==> config.mk <==
export PLATFORM = sky130hd
export DESIGN_NAME = emg_feature_window
export DESIGN_NICKNAME = d
export VERILOG_FILES = /design/src/rtl/emg_feat_pkg.sv /design/src/rtl/emg_win_ctrl.sv /design/src/rtl/emg_emg_path.sv /design/src/rtl/emg_force_path.sv /design/src/rtl/emg_feature_window.sv
export SDC_FILE = /design/constraint.sdc
export NUM_CORES = 1
export LEC_CHECK = 0
export BUFFER_PORTS_ARGS = -buffer_cell sky130_fd_sc_hd__buf_2
export CELL_PAD_IN_SITES_DETAIL_PLACEMENT = 2
export CELL_PAD_IN_SITES_GLOBAL_PLACEMENT = 2
export CORE_UTILIZATION = 38
export DETAILED_ROUTE_END_ITERATION = 6
export HOLD_SLACK_MARGIN = 0.12
export MAX_ROUTING_LAYER = met4
export PLACE_DENSITY = 0.83
export SETUP_SLACK_MARGIN = 0.2
export SLEW_MARGIN = 5
export SYNTH_ARGS = -nofsm -noshare
export SYNTH_HDL_FRONTEND = slang
export SYNTH_SLANG_ARGS = --single-unit
==> constraint.sdc <==
create_clock -name clk -period 5.1 [get_ports clk]
set_input_delay 1.275 -clock clk [delete_from_list [all_inputs] [get_ports clk]]
set_output_delay 1.275 -clock clk [all_outputs]
set_load 0.01 [all_outputs]
==> src/rtl/emg_feat_pkg.sv <==
package emg_feat_pkg;

  // Per-sample window control shared by the datapaths.
  typedef struct packed {
    logic take;   // sample accepted this cycle
    logic first;  // accepted sample opens the window
    logic last;   // accepted sample closes the window
  } win_ctl_t;

endpackage

==> src/rtl/emg_win_ctrl.sv <==
module emg_win_ctrl
  import emg_feat_pkg::*;
#(
  parameter int LOG2_WIN = 4
) (
  input  logic     clk,
  input  logic     rst_n,
  input  logic     win_start,
  input  logic     in_valid,
  output win_ctl_t ctl,
  output logic     done
);
  localparam int CNT_W = LOG2_WIN + 1;
  localparam logic [CNT_W-1:0] LAST_IDX = CNT_W'((1 << LOG2_WIN) - 1);

  logic [CNT_W-1:0] cnt_q, cnt_n, base;
  logic             armed_q, armed_n;
  logic             done_q;

  always_comb begin
    base      = win_start ? '0 : cnt_q;
    ctl.take  = in_valid & (win_start | armed_q);
    ctl.first = ctl.take & (base == '0);
    ctl.last  = ctl.take & (base == LAST_IDX);
    cnt_n     = cnt_q;
    armed_n   = armed_q;
    if (win_start) begin
      armed_n = 1'b1;
      cnt_n   = '0;
    end
    if (ctl.take) cnt_n = base + 1'b1;
    if (ctl.last) begin
      armed_n = 1'b0;
      cnt_n   = '0;
    end
  end

  always_ff @(posedge clk or negedge rst_n) begin
    if (!rst_n) begin
      cnt_q   <= '0;
      armed_q <= 1'b0;
      done_q  <= 1'b0;
    end else begin
      cnt_q   <= cnt_n;
      armed_q <= armed_n;
      done_q  <= ctl.last;
    end
  end

  assign done = done_q;
endmodule

==> src/rtl/emg_emg_path.sv <==
module emg_emg_path
  import emg_feat_pkg::*;
#(
  parameter int SAMPLE_W = 12,
  parameter int LOG2_WIN = 4,
  parameter int DEADBAND = 4
) (
  input  logic                           clk,
  input  logic                           rst_n,
  input  win_ctl_t                       ctl,
  input  logic signed [SAMPLE_W-1:0]     x,
  output logic signed [SAMPLE_W-1:0]     o_mean,
  output logic [SAMPLE_W+LOG2_WIN:0]     o_wl,
  output logic [LOG2_WIN:0]              o_zc,
  output logic [LOG2_WIN:0]              o_ssc
);
  localparam int DW    = SAMPLE_W + 1;
  localparam int SUM_W = SAMPLE_W + LOG2_WIN;
  localparam int WL_W  = DW + LOG2_WIN;
  localparam int CNT_W = LOG2_WIN + 1;
  localparam logic [DW-1:0]        DB_U  = DW'(DEADBAND);
  localparam logic signed [DW-1:0] DB_P  = DW'(DEADBAND);
  localparam logic signed [DW-1:0] DB_N  = -DW'(DEADBAND);

  logic signed [SUM_W-1:0]    sum_q, sum_n, sum_sh;
  logic [WL_W-1:0]            wl_q, wl_n;
  logic [CNT_W-1:0]           zc_q, zc_n, ssc_q, ssc_n;
  logic signed [SAMPLE_W-1:0] prev_q;
  logic signed [DW-1:0]       pdiff_q, diff;
  logic                       pdv_q, pdv_n;
  logic [DW-1:0]              absd;
  logic                       zc_hit, rev_hit;

  always_comb begin
    diff    = $signed({x[SAMPLE_W-1], x}) - $signed({prev_q[SAMPLE_W-1], prev_q});
    absd    = diff[DW-1] ? DW'(-diff) : DW'(diff);
    zc_hit  = (x[SAMPLE_W-1] != prev_q[SAMPLE_W-1]) && (absd >= DB_U);
    rev_hit = ((pdiff_q >= DB_P) && (diff <= DB_N)) ||
              ((pdiff_q <= DB_N) && (diff >= DB_P));
    if (ctl.first) begin
      sum_n = {{LOG2_WIN{x[SAMPLE_W-1]}}, x};
      wl_n  = '0;
      zc_n  = '0;
      ssc_n = '0;
      pdv_n = 1'b0;
    end else begin
      sum_n = sum_q + {{LOG2_WIN{x[SAMPLE_W-1]}}, x};
      wl_n  = wl_q + WL_W'(absd);
      zc_n  = zc_q + CNT_W'(zc_hit);
      ssc_n = ssc_q + CNT_W'(pdv_q & rev_hit);
      pdv_n = 1'b1;
    end
    sum_sh = sum_n >>> LOG2_WIN;
  end

  always_ff @(posedge clk or negedge rst_n) begin
    if (!rst_n) begin
      sum_q   <= '0;
      wl_q    <= '0;
      zc_q    <= '0;
      ssc_q   <= '0;
      prev_q  <= '0;
      pdiff_q <= '0;
      pdv_q   <= 1'b0;
    end else if (ctl.take) begin
      sum_q   <= sum_n;
      wl_q    <= wl_n;
      zc_q    <= zc_n;
      ssc_q   <= ssc_n;
      prev_q  <= x;
      pdiff_q <= diff;
      pdv_q   <= pdv_n;
    end
  end

  always_ff @(posedge clk or negedge rst_n) begin
    if (!rst_n) begin
      o_mean <= '0;
      o_wl   <= '0;
      o_zc   <= '0;
      o_ssc  <= '0;
    end else if (ctl.last) begin
      o_mean <= sum_sh[SAMPLE_W-1:0];
      o_wl   <= wl_n;
      o_zc   <= zc_n;
      o_ssc  <= ssc_n;
    end
  end
endmodule

==> src/rtl/emg_force_path.sv <==
module emg_force_path
  import emg_feat_pkg::*;
#(
  parameter int FORCE_W  = 12,
  parameter int LOG2_WIN = 4
) (
  input  logic                       clk,
  input  logic                       rst_n,
  input  win_ctl_t                   ctl,
  input  logic signed [FORCE_W-1:0]  f,
  output logic signed [FORCE_W-1:0]  o_max,
  output logic signed [FORCE_W-1:0]  o_min,
  output logic signed [FORCE_W-1:0]  o_mean
);
  localparam int SUM_W = FORCE_W + LOG2_WIN;

  logic signed [FORCE_W-1:0] max_q, max_n, min_q, min_n;
  logic signed [SUM_W-1:0]   sum_q, sum_n, sum_sh;

  always_comb begin
    if (ctl.first) begin
      max_n = f;
      min_n = f;
      sum_n = {{LOG2_WIN{f[FORCE_W-1]}}, f};
    end else begin
      max_n = (f > max_q) ? f : max_q;
      min_n = (f < min_q) ? f : min_q;
      sum_n = sum_q + {{LOG2_WIN{f[FORCE_W-1]}}, f};
    end
    sum_sh = sum_n >>> LOG2_WIN;
  end

  always_ff @(posedge clk or negedge rst_n) begin
    if (!rst_n) begin
      max_q <= '0;
      min_q <= '0;
      sum_q <= '0;
    end else if (ctl.take) begin
      max_q <= max_n;
      min_q <= min_n;
      sum_q <= sum_n;
    end
  end

  always_ff @(posedge clk or negedge rst_n) begin
    if (!rst_n) begin
      o_max  <= '0;
      o_min  <= '0;
      o_mean <= '0;
    end else if (ctl.last) begin
      o_max  <= max_n;
      o_min  <= min_n;
      o_mean <= sum_sh[FORCE_W-1:0];
    end
  end
endmodule

==> src/rtl/emg_feature_window.sv <==
module emg_feature_window
  import emg_feat_pkg::*;
#(
  parameter int SAMPLE_W = 12,
  parameter int FORCE_W  = 12,
  parameter int LOG2_WIN = 4,
  parameter int DEADBAND = 4
) (
  input  logic                              clk,
  input  logic                              rst_n,
  input  logic                              win_start,
  input  logic                              in_valid,
  input  logic signed [SAMPLE_W-1:0]        emg_in,
  input  logic signed [FORCE_W-1:0]         frc_in,
  output logic                              done,
  output logic signed [SAMPLE_W-1:0]        emg_mean,
  output logic [LOG2_WIN:0]                 emg_ssc,
  output logic [SAMPLE_W+LOG2_WIN:0]        emg_wl,
  output logic [LOG2_WIN:0]                 emg_zc,
  output logic signed [FORCE_W-1:0]         frc_max,
  output logic signed [FORCE_W-1:0]         frc_min,
  output logic signed [FORCE_W-1:0]         frc_mean
);
  win_ctl_t ctl;

  emg_win_ctrl #(.LOG2_WIN(LOG2_WIN)) u_ctrl (
    .clk(clk), .rst_n(rst_n), .win_start(win_start), .in_valid(in_valid),
    .ctl(ctl), .done(done)
  );

  emg_emg_path #(.SAMPLE_W(SAMPLE_W), .LOG2_WIN(LOG2_WIN), .DEADBAND(DEADBAND)) u_emg (
    .clk(clk), .rst_n(rst_n), .ctl(ctl), .x(emg_in),
    .o_mean(emg_mean), .o_wl(emg_wl), .o_zc(emg_zc), .o_ssc(emg_ssc)
  );

  emg_force_path #(.FORCE_W(FORCE_W), .LOG2_WIN(LOG2_WIN)) u_frc (
    .clk(clk), .rst_n(rst_n), .ctl(ctl), .f(frc_in),
    .o_max(frc_max), .o_min(frc_min), .o_mean(frc_mean)
  );
endmodule

==> results of run 1 <==
## layout make-up
| type | instances | area, um2 |
|---|---|---|
| multi-input cells | 951 | 6510 |
| repair buffers | 194 | 1260 |
| flip-flops and latches | 191 | 4780 |
| clock inverters | 14 | 171 |
| fillers | 3064 | 15100 |
| inverters | 60 | 238 |
| well taps | 384 | 480 |
| clock buffers | 18 | 429 |
## flip-flops by register name, indices dropped and copies added, names as in the netlist, 12 cells and up
| name | cells |
|---|---|
| u_emg.o_wl | 17 |
| u_emg.pdiff_q | 13 |
| u_frc.o_max | 12 |
| u_frc.min_q | 12 |
| u_frc.o_min | 12 |
| u_emg.o_mean | 12 |
| u_frc.sum_q | 16 |
| u_frc.o_mean | 12 |
| u_emg.wl_q | 17 |
| u_emg.sum_q | 16 |
| u_frc.max_q | 12 |
| u_emg.prev_q | 12 |
## routing by layer
| layer | wire length [um] | vias to the layer above | share of wire | GRT usage |
|---|---|---|---|---|
| met1 | 19300 | 5563 | 0.41 | 0.335 |
| met2 | 24500 | 391 | 0.52 | 0.506 |
| li1 | - | 4709 | - | - |
| met3 | 1990 | 129 | 0.042 | 0.0383 |
| met4 | 1750 | 0 | 0.037 | 0.101 |
| met5 | 0 | - | 0 | - |
## worst paths after layout
kind	start	endpoint	slack (ns)	depth (start not counted)
worst max-delay path	emg_in[0]	u_emg.o_wl[15]	-0.12	22
worst min register to register	u_frc.o_max[4]	u_frc.o_max[4]	0.48	2
worst min-delay path	u_frc.o_max[4]	u_frc.o_max[4]	0.48	2
max in group asynchronous	rst_n	u_frc.sum_q[8]	3.20	2
worst max register to register	u_emg.prev_q[4]	u_emg.o_wl[15]	0.38	19
min in group asynchronous	rst_n	u_frc.o_min[6]	0.89	1
## worst max-delay path: stages
cell and delay (ns):
buf_12 0.11, inv_12 0.04, ha_4 0.12, inv_2 0.04
fa_2 0.37, a21oi_4 0.18, o21ai_2 0.09, a2111o_1 0.44
a31oi_4 0.22, or2_4 0.17, nor2_2 0.04, a21o_1 0.19
ha_4 0.22, a21o_1 0.16, a21o_1 0.22, a2111oi_4 0.50
o21ai_2 0.13, a41o_1 0.30, a31oi_4 0.18, nand3b_1 0.20
xor2_1 0.11, o31ai_1 0.27
## kinds of logic after synthesis
logic type,count (synthesis),share of synthesized area
simple gates,405,0.161
compound gates,352,0.186
flops,191,0.423
buf+inv,117,0.0400
fa+ha+maj,91,0.103
xor+xnor,56,0.0434
mux,47,0.0431
## repair_timing
item	4_1_cts	5_1_grt
endpoints found under the setup margin	20	32
pin swaps	23	24
setup buffers	10	6
hold buffers	0	0
cloned	0	0
gates resized for setup	23	53
## stage by stage
stage / cells / TNS, ns / cell area [um2] / hold slack, ns / total power [mW]
after floorplan: 1259 / -0.0242 / 11400 / 0.450 / 4.03
after global placement: 1764 / -2.85 / 12800 / 0.455 / 4.85
after detailed placement: 1764 / -8.11 / 12800 / 0.469 / 5.12
after CTS: 1806 / 0 / 13600 / 0.486 / 6.84
after global routing: 1812 / -1.79 / 13900 / 0.493 / 7.72
final: 1812 / -0.488 / 13900 / 0.478 / 7.42
## cells in the mapped netlist (all sizes together) (19+ instances only)
master  number  area [um2]
nand2      210         788
o21ai      192         961
dfrtp      191        4780
ha          87        1090
nor2        61         229
inv         60         225
a21oi       48         255
clkbuf      47         176
nand3       40         200
mux2i       34         340
xnor2       30         263
xor2        26         228
nor3        19        95.1
## power groups by stage
stage / clock, mW / combinational (mW) / sequential, mW
2_1_floorplan: 0 / 2.05 / 1.98
3_3_place_gp: 0 / 2.83 / 2.02
3_5_place_dp: 0 / 3.06 / 2.06
4_1_cts: 1.44 / 3.36 / 2.04
5_1_grt: 1.51 / 4.10 / 2.11
6_report: 1.46 / 3.87 / 2.09
==> qor.csv, run 1 <==
stage,metric,value,unit
outcome,status,finished with violations,
outcome,failing checks,negative setup slack,
power,Leak,6.65,nW
placement,gpl congestion,0.806,
power,Comb power frac,0.522,
global_route,pin count of the biggest net entering global routing,114,
sta,fmax,191,MHz
setup_path,Crit Path Class,in2reg,
yosys,post-synthesis async set-or-reset flop share,1.00,
yosys,Syn Area/Cell,8.97,um2
final_layout,final core occ,0.478,
sta,Relative slew margins,0.391,
route,DRC Markers,0,
yosys,Netlist cell types,66,
job,MaxCap Viol Count,0,
cts,"Reg clk slew, reported paths",0.07,ns
cts,Root Driver,clkbuf_16,
global_route,Congestion Overflow GR,0,
power,clock power share,0.197,
power,sequential group share of total power,0.281,
sta,Pins Over Slew Limit,0,
yosys,syn nets,1378,
route,Vias,10800,
sta,final hold violation count,0,
yosys,most common flop cell mapped by yosys,dfrtp_1,
global_route,Total GRT Usage,0.288,
final_layout,proportion of layout cells with a drive suffix above 1,0.218,
power,Net Sw Power,3.31,mW
route,initial DRC count,683,
floorplanning,Initial Util,0.389,
placement,DP HPWL,26200,um
setup_path,CP Launch Type,input pin,
final_layout,most frequent cells in the layout,"206 x nand2_1, 191 x dfrtp_1, 174 x o21ai_0",
sta,"Setup violations, final",7,
cts,"Clk Latency, worst-skew pair",0.47,ns
yosys,synthesized area,11300,um2
yosys,Seq cells post-synth,191,
cts,Clock Tree Buf Depth,2,
sta,Post-Route Skew,0.0185,ns
route,total length of routed wires,47500,um
final_layout,fin nets,1534,
setup_path,CP required,5.46,ns
route,routed len/inst,26.2,um
power,Pwr Density,535,nW/um2
setup_path,Worst Path Arrival,5.58,ns
cts,H-Tree Depth,4,
floorplanning,full die area,30400,um2
final_layout,area added between synthesis and finish,22.7,%
worst_hold_path,Hold Path Class,reg2reg,
floorplanning,Die Wd,174,um
setup_path,Worst setup EP type,flop,
sta,final setup margin,-0.123,ns
sta,min Tclk post-route,5.22,ns
sta,Worst-Margin Slew,0.891,ns
yosys,synthesized instance count,1259,
cts,Clock Sink Count,191,
sta,period utilization,1.02,
floorplanning,die height,174,um
global_route,vias in the first global route,11900,
setup_path,Crit Path Max Fanout,3,
power,Pint,4.10,mW
floorplanning,# IOs,104,
placement,dpl ws,-0.477,ns
sta,RSZ-0062 raised after global routing,yes,
final_layout,"commonest non-fill, non-tap cell in the layout",nand2_1,
cts,number of CTS-inserted buffers,17,
global_route,first-pass GRT wire length,66700,um
route,vias per cell,5.96,
final_layout,Diodes inserted,0,
floorplanning,FP Rows,62,
yosys,Post-synth EDFFs,0,
global_route,initial antenna violation count,0,
route,router iterations before antenna repair,4,
power,VDD IR max,239,uV
placement,port bufs,103,
yosys,register area share after synthesis,0.423,
power,sw frac,0.446,
cts,TritonCTS clock tree,yes,
floorplanning,Core ar.,29000,um2
route,Post-DRT Antenna Nets,0,
yosys,Yosys warnings,0,
No activity file was read; power rests on OpenSTA's default activity.
==> inputs of run 2 (changes only) <==
--- a/config.mk
+++ b/config.mk
@@ -6,13 +6,13 @@
 export NUM_CORES = 1
 export LEC_CHECK = 0
 export BUFFER_PORTS_ARGS = -buffer_cell sky130_fd_sc_hd__buf_2
-export CELL_PAD_IN_SITES_DETAIL_PLACEMENT = 2
-export CELL_PAD_IN_SITES_GLOBAL_PLACEMENT = 2
-export CORE_UTILIZATION = 38
+export CELL_PAD_IN_SITES_DETAIL_PLACEMENT = 1
+export CELL_PAD_IN_SITES_GLOBAL_PLACEMENT = 1
+export CORE_UTILIZATION = 42
 export DETAILED_ROUTE_END_ITERATION = 6
 export HOLD_SLACK_MARGIN = 0.12
 export MAX_ROUTING_LAYER = met4
-export PLACE_DENSITY = 0.83
+export PLACE_DENSITY = 0.79
 export SETUP_SLACK_MARGIN = 0.2
 export SLEW_MARGIN = 5
 export SYNTH_ARGS = -nofsm -noshare
==> constraint.sdc (replaced) <==
create_clock -name clk -period 4.36 [get_ports clk]
set_input_delay 1.09 -clock clk [delete_from_list [all_inputs] [get_ports clk]]
set_output_delay 1.09 -clock clk [all_outputs]
set_load 0.01 [all_outputs]
==> qor.csv, run 2 (synthesis gave the netlist of run 1 again) <==
stage,metric,value,unit,change
outcome,status,finished with violations,,
outcome,failing checks,"design-rule violations, negative setup slack",,
route,DRC Markers,11,,+11
final_layout,biggest registers after layout,"u_emg.o_wl: 17 flops, u_emg.wl_q: 17 flops",,
sta,min Tclk post-route,4.78,ns,
placement,port bufs,103,,unchanged
setup_path,Crit Path Max Fanout,3,,unchanged
cts,Clock Sink Count,191,,unchanged
cts,"Clk Latency, worst-skew pair",0.44,ns,-0.03 ns
sta,fmax,209,MHz,
cts,"Reg clk slew, reported paths",0.08,ns,about the same
power,Total Power,8.32,mW,+12%
final_layout,fin nets,1580,,+3.0%
cts,H-Tree Depth,4,,unchanged
floorplanning,Initial Util,0.431,,+0.0417
placement,gpl congestion,0.881,,+9.3%
setup_path,Worst setup startpoint,emg_in[0],,
sta,Post-Route Skew,0.0125,ns,-0.00595 ns
setup_path,Worst setup EP type,flop,,
placement,DP HPWL,22900,um,-12%
final_layout,fillers,3048,,-0.52%
power,Leak,6.92,nW,+4.1%
floorplanning,FP Rows,59,,-4.8%
global_route,first-pass GRT wire length,56200,um,-16%
sta,Pins Over Slew Limit,0,,unchanged
sta,TNS Setup,-7.24,ns,-6.75 ns
floorplanning,full die area,27600,um2,-9.4%
power,sw frac,0.410,,-0.0368
cts,Root Driver,clkbuf_16,,
power,sequential group share of total power,0.287,,+0.006
setup_path,highest-delay cell along the critical path,or4_4,,
route,vias per cell,5.65,,-5.2%
route,Post-DRT Antenna Nets,0,,unchanged
cts,number of CTS-inserted buffers,17,,unchanged
setup_path,CP required,4.70,ns,-0.76 ns
setup_path,reg2reg start,u_emg.prev_q[4],,
setup_path,Worst Path Arrival,5.12,ns,-0.46 ns
setup_path,CP peak stage delay,0.43,ns,-0.07 ns
setup_path,Crit Path Class,in2reg,,
global_route,Congestion Overflow GR,0,,unchanged
power,Comb power frac,0.519,,-0.003
cts,TritonCTS clock tree,yes,,
global_route,initial antenna violation count,0,,unchanged
sta,hold_ws,0.476,ns,-0.00163 ns
route,initial DRC count,594,,-13%
final_layout,"commonest non-fill, non-tap cell in the layout",nand2_1,,
route,total length of routed wires,35600,um,-25%
sta,final setup margin,-0.423,ns,-0.300 ns
final_layout,area added between synthesis and finish,26.7,%,
setup_path,CP Launch Type,input pin,,
placement,dpl ws,-1.04,ns,-0.561 ns
job,MaxCap Viol Count,0,,unchanged
floorplanning,# IOs,104,,unchanged
power,clock power share,0.194,,-0.003
power,VDD IR max,225,uV,-6.2%
setup_path,flop2flop setup slack,-0.09,ns,-0.47 ns
cts,Clock Tree Buf Depth,2,,unchanged
sta,"Setup violations, final",30,,+23
placement,placed insts,1746,,-1.0%
final_layout,most frequent cells in the layout,"206 x nand2_1, 191 x dfrtp_1, 149 x o21ai_0",,
route,router iterations before antenna repair,6,,+2
power,Pwr Density,581,nW/um2,+8.6%
setup_path,cell mode on critical path,buf_4,,
route,Vias,10200,,-5.3%
floorplanning,die height,166,um,-4.8%
final_layout,proportion of layout cells with a drive suffix above 1,0.261,,+0.0420
sta,Worst-Margin Slew,0.853,ns,-0.0382 ns
sta,RSZ-0062 raised after global routing,yes,,
power,Net Sw Power,3.41,mW,+2.9%
floorplanning,Core ar.,26200,um2,-9.7%
worst_hold_path,Hold Path Class,reg2reg,,
sta,period utilization,1.10,,
route,routed len/inst,19.7,um,-25%
final_layout,Diodes inserted,0,,unchanged
sta,final hold violation count,0,,unchanged
power,Pint,4.91,mW,+20%
final_layout,Post-Layout Cell Count,1809,,-0.17%
sta,Relative slew margins,0.432,,+0.0408
global_route,vias in the first global route,10900,,-8.4%
global_route,Total GRT Usage,0.259,,-0.0293
cts,CTS Hold Bufs,0,,unchanged
global_route,pin count of the biggest net entering global routing,103,,-9.6%
floorplanning,Die Wd,166,um,-4.8%
setup_path,worst-path cell chain,buf_12 > inv_12 > ha_4 > inv_2 > fa_2 > buf_4 > a21o_1 > a21oi_2 > xnor2_2 > or4_4 > nand2b_4 > nand2b_1 > nand2_1 > xor2_1 > ha_1 > buf_4 > nor3_1 > o21ai_2 > a41o_1 > a31oi_4 > nand3b_1 > buf_4 > xor2_2 > o31ai_1,,
worst_hold_path,hold_sp,u_frc.o_min[5],,
-- run 2: changes by cell type in the layout (fill, tap and decap cells not counted), sizes merged --
cell,previous run,this run
clkinv,5,4
bufinv,2,1
clkbuf,19,20
inv,67,66
clkinvlp,0,2
buf,193,239
-- run 2: metal layers --
layer,vias to the layer above,track usage,routed length [um]
met5,-,-,0
met4,0,0.0768,905
met3,64,0.0312,1200
met2,236,0.449,18200
met1,5123,0.315,15200
li1,4794,-,-
-- run 2: through the flow --
stage | area (um2) | util
after global placement | 13100 | 0.498
after floorplan | 11500 | -
after detailed placement | 13100 | 0.498
after CTS | 14000 | 0.535
after global routing | 14300 | 0.546
final | 14300 | 0.546
-- run 2: final cells by class --
class | instances | area, um2 | share of cell area
Multi-Input combinational cell | 951 | 6640 | 0.464
Sequential cell | 191 | 4780 | 0.334
Timing Repair Buffer | 240 | 1650 | 0.115
Clock buffer | 19 | 443 | 0.0309
Tap cell | 335 | 419 | 0.0293
Inverter | 60 | 238 | 0.0166
Clock inverter | 13 | 145 | 0.0101
-- run 2: path summary, 6_finish.rpt --
check	depth (start not counted)	endpoint
worst max-delay path	24	u_emg.o_wl[15]
worst min-delay path	2	u_frc.o_min[5]
worst max register to register	23	u_emg.o_wl[14]
worst min register to register	2	u_frc.o_min[5]
max in group asynchronous	2	u_emg.prev_q[9]
min in group asynchronous	1	u_frc.o_min[7]
-- run 2: repair_timing --
action / CTS / global route
setup endpoints to repair: 38 / 46
resized for setup: 63 / 44
pin swaps: 58 / 27
buffers inserted: 17 / 14
-- run 2: critical path: cells and delay by family --
family	cells	cell delay (ns)
AO/OA/AOI/OAI	6	1.09
XOR/XNOR	3	0.21
adder cells (fa/ha/maj)	3	0.72
buffers and inverters	6	0.64
AND/OR/NAND/NOR	6	1.36
-- run 2: power by group through the flow --
| stage | registers, mW | logic, mW | clock network, mW |
|---|---|---|---|
| 5_1_grt | 2.42 | 4.71 | 1.69 |
| 4_1_cts | 2.36 | 3.89 | 1.62 |
| 3_3_place_gp | 2.37 | 3.36 | 0 |
| 6_report | 2.38 | 4.32 | 1.61 |
| 3_5_place_dp | 2.39 | 3.54 | 0 |
| 2_1_floorplan | 2.31 | 2.45 | 0 |
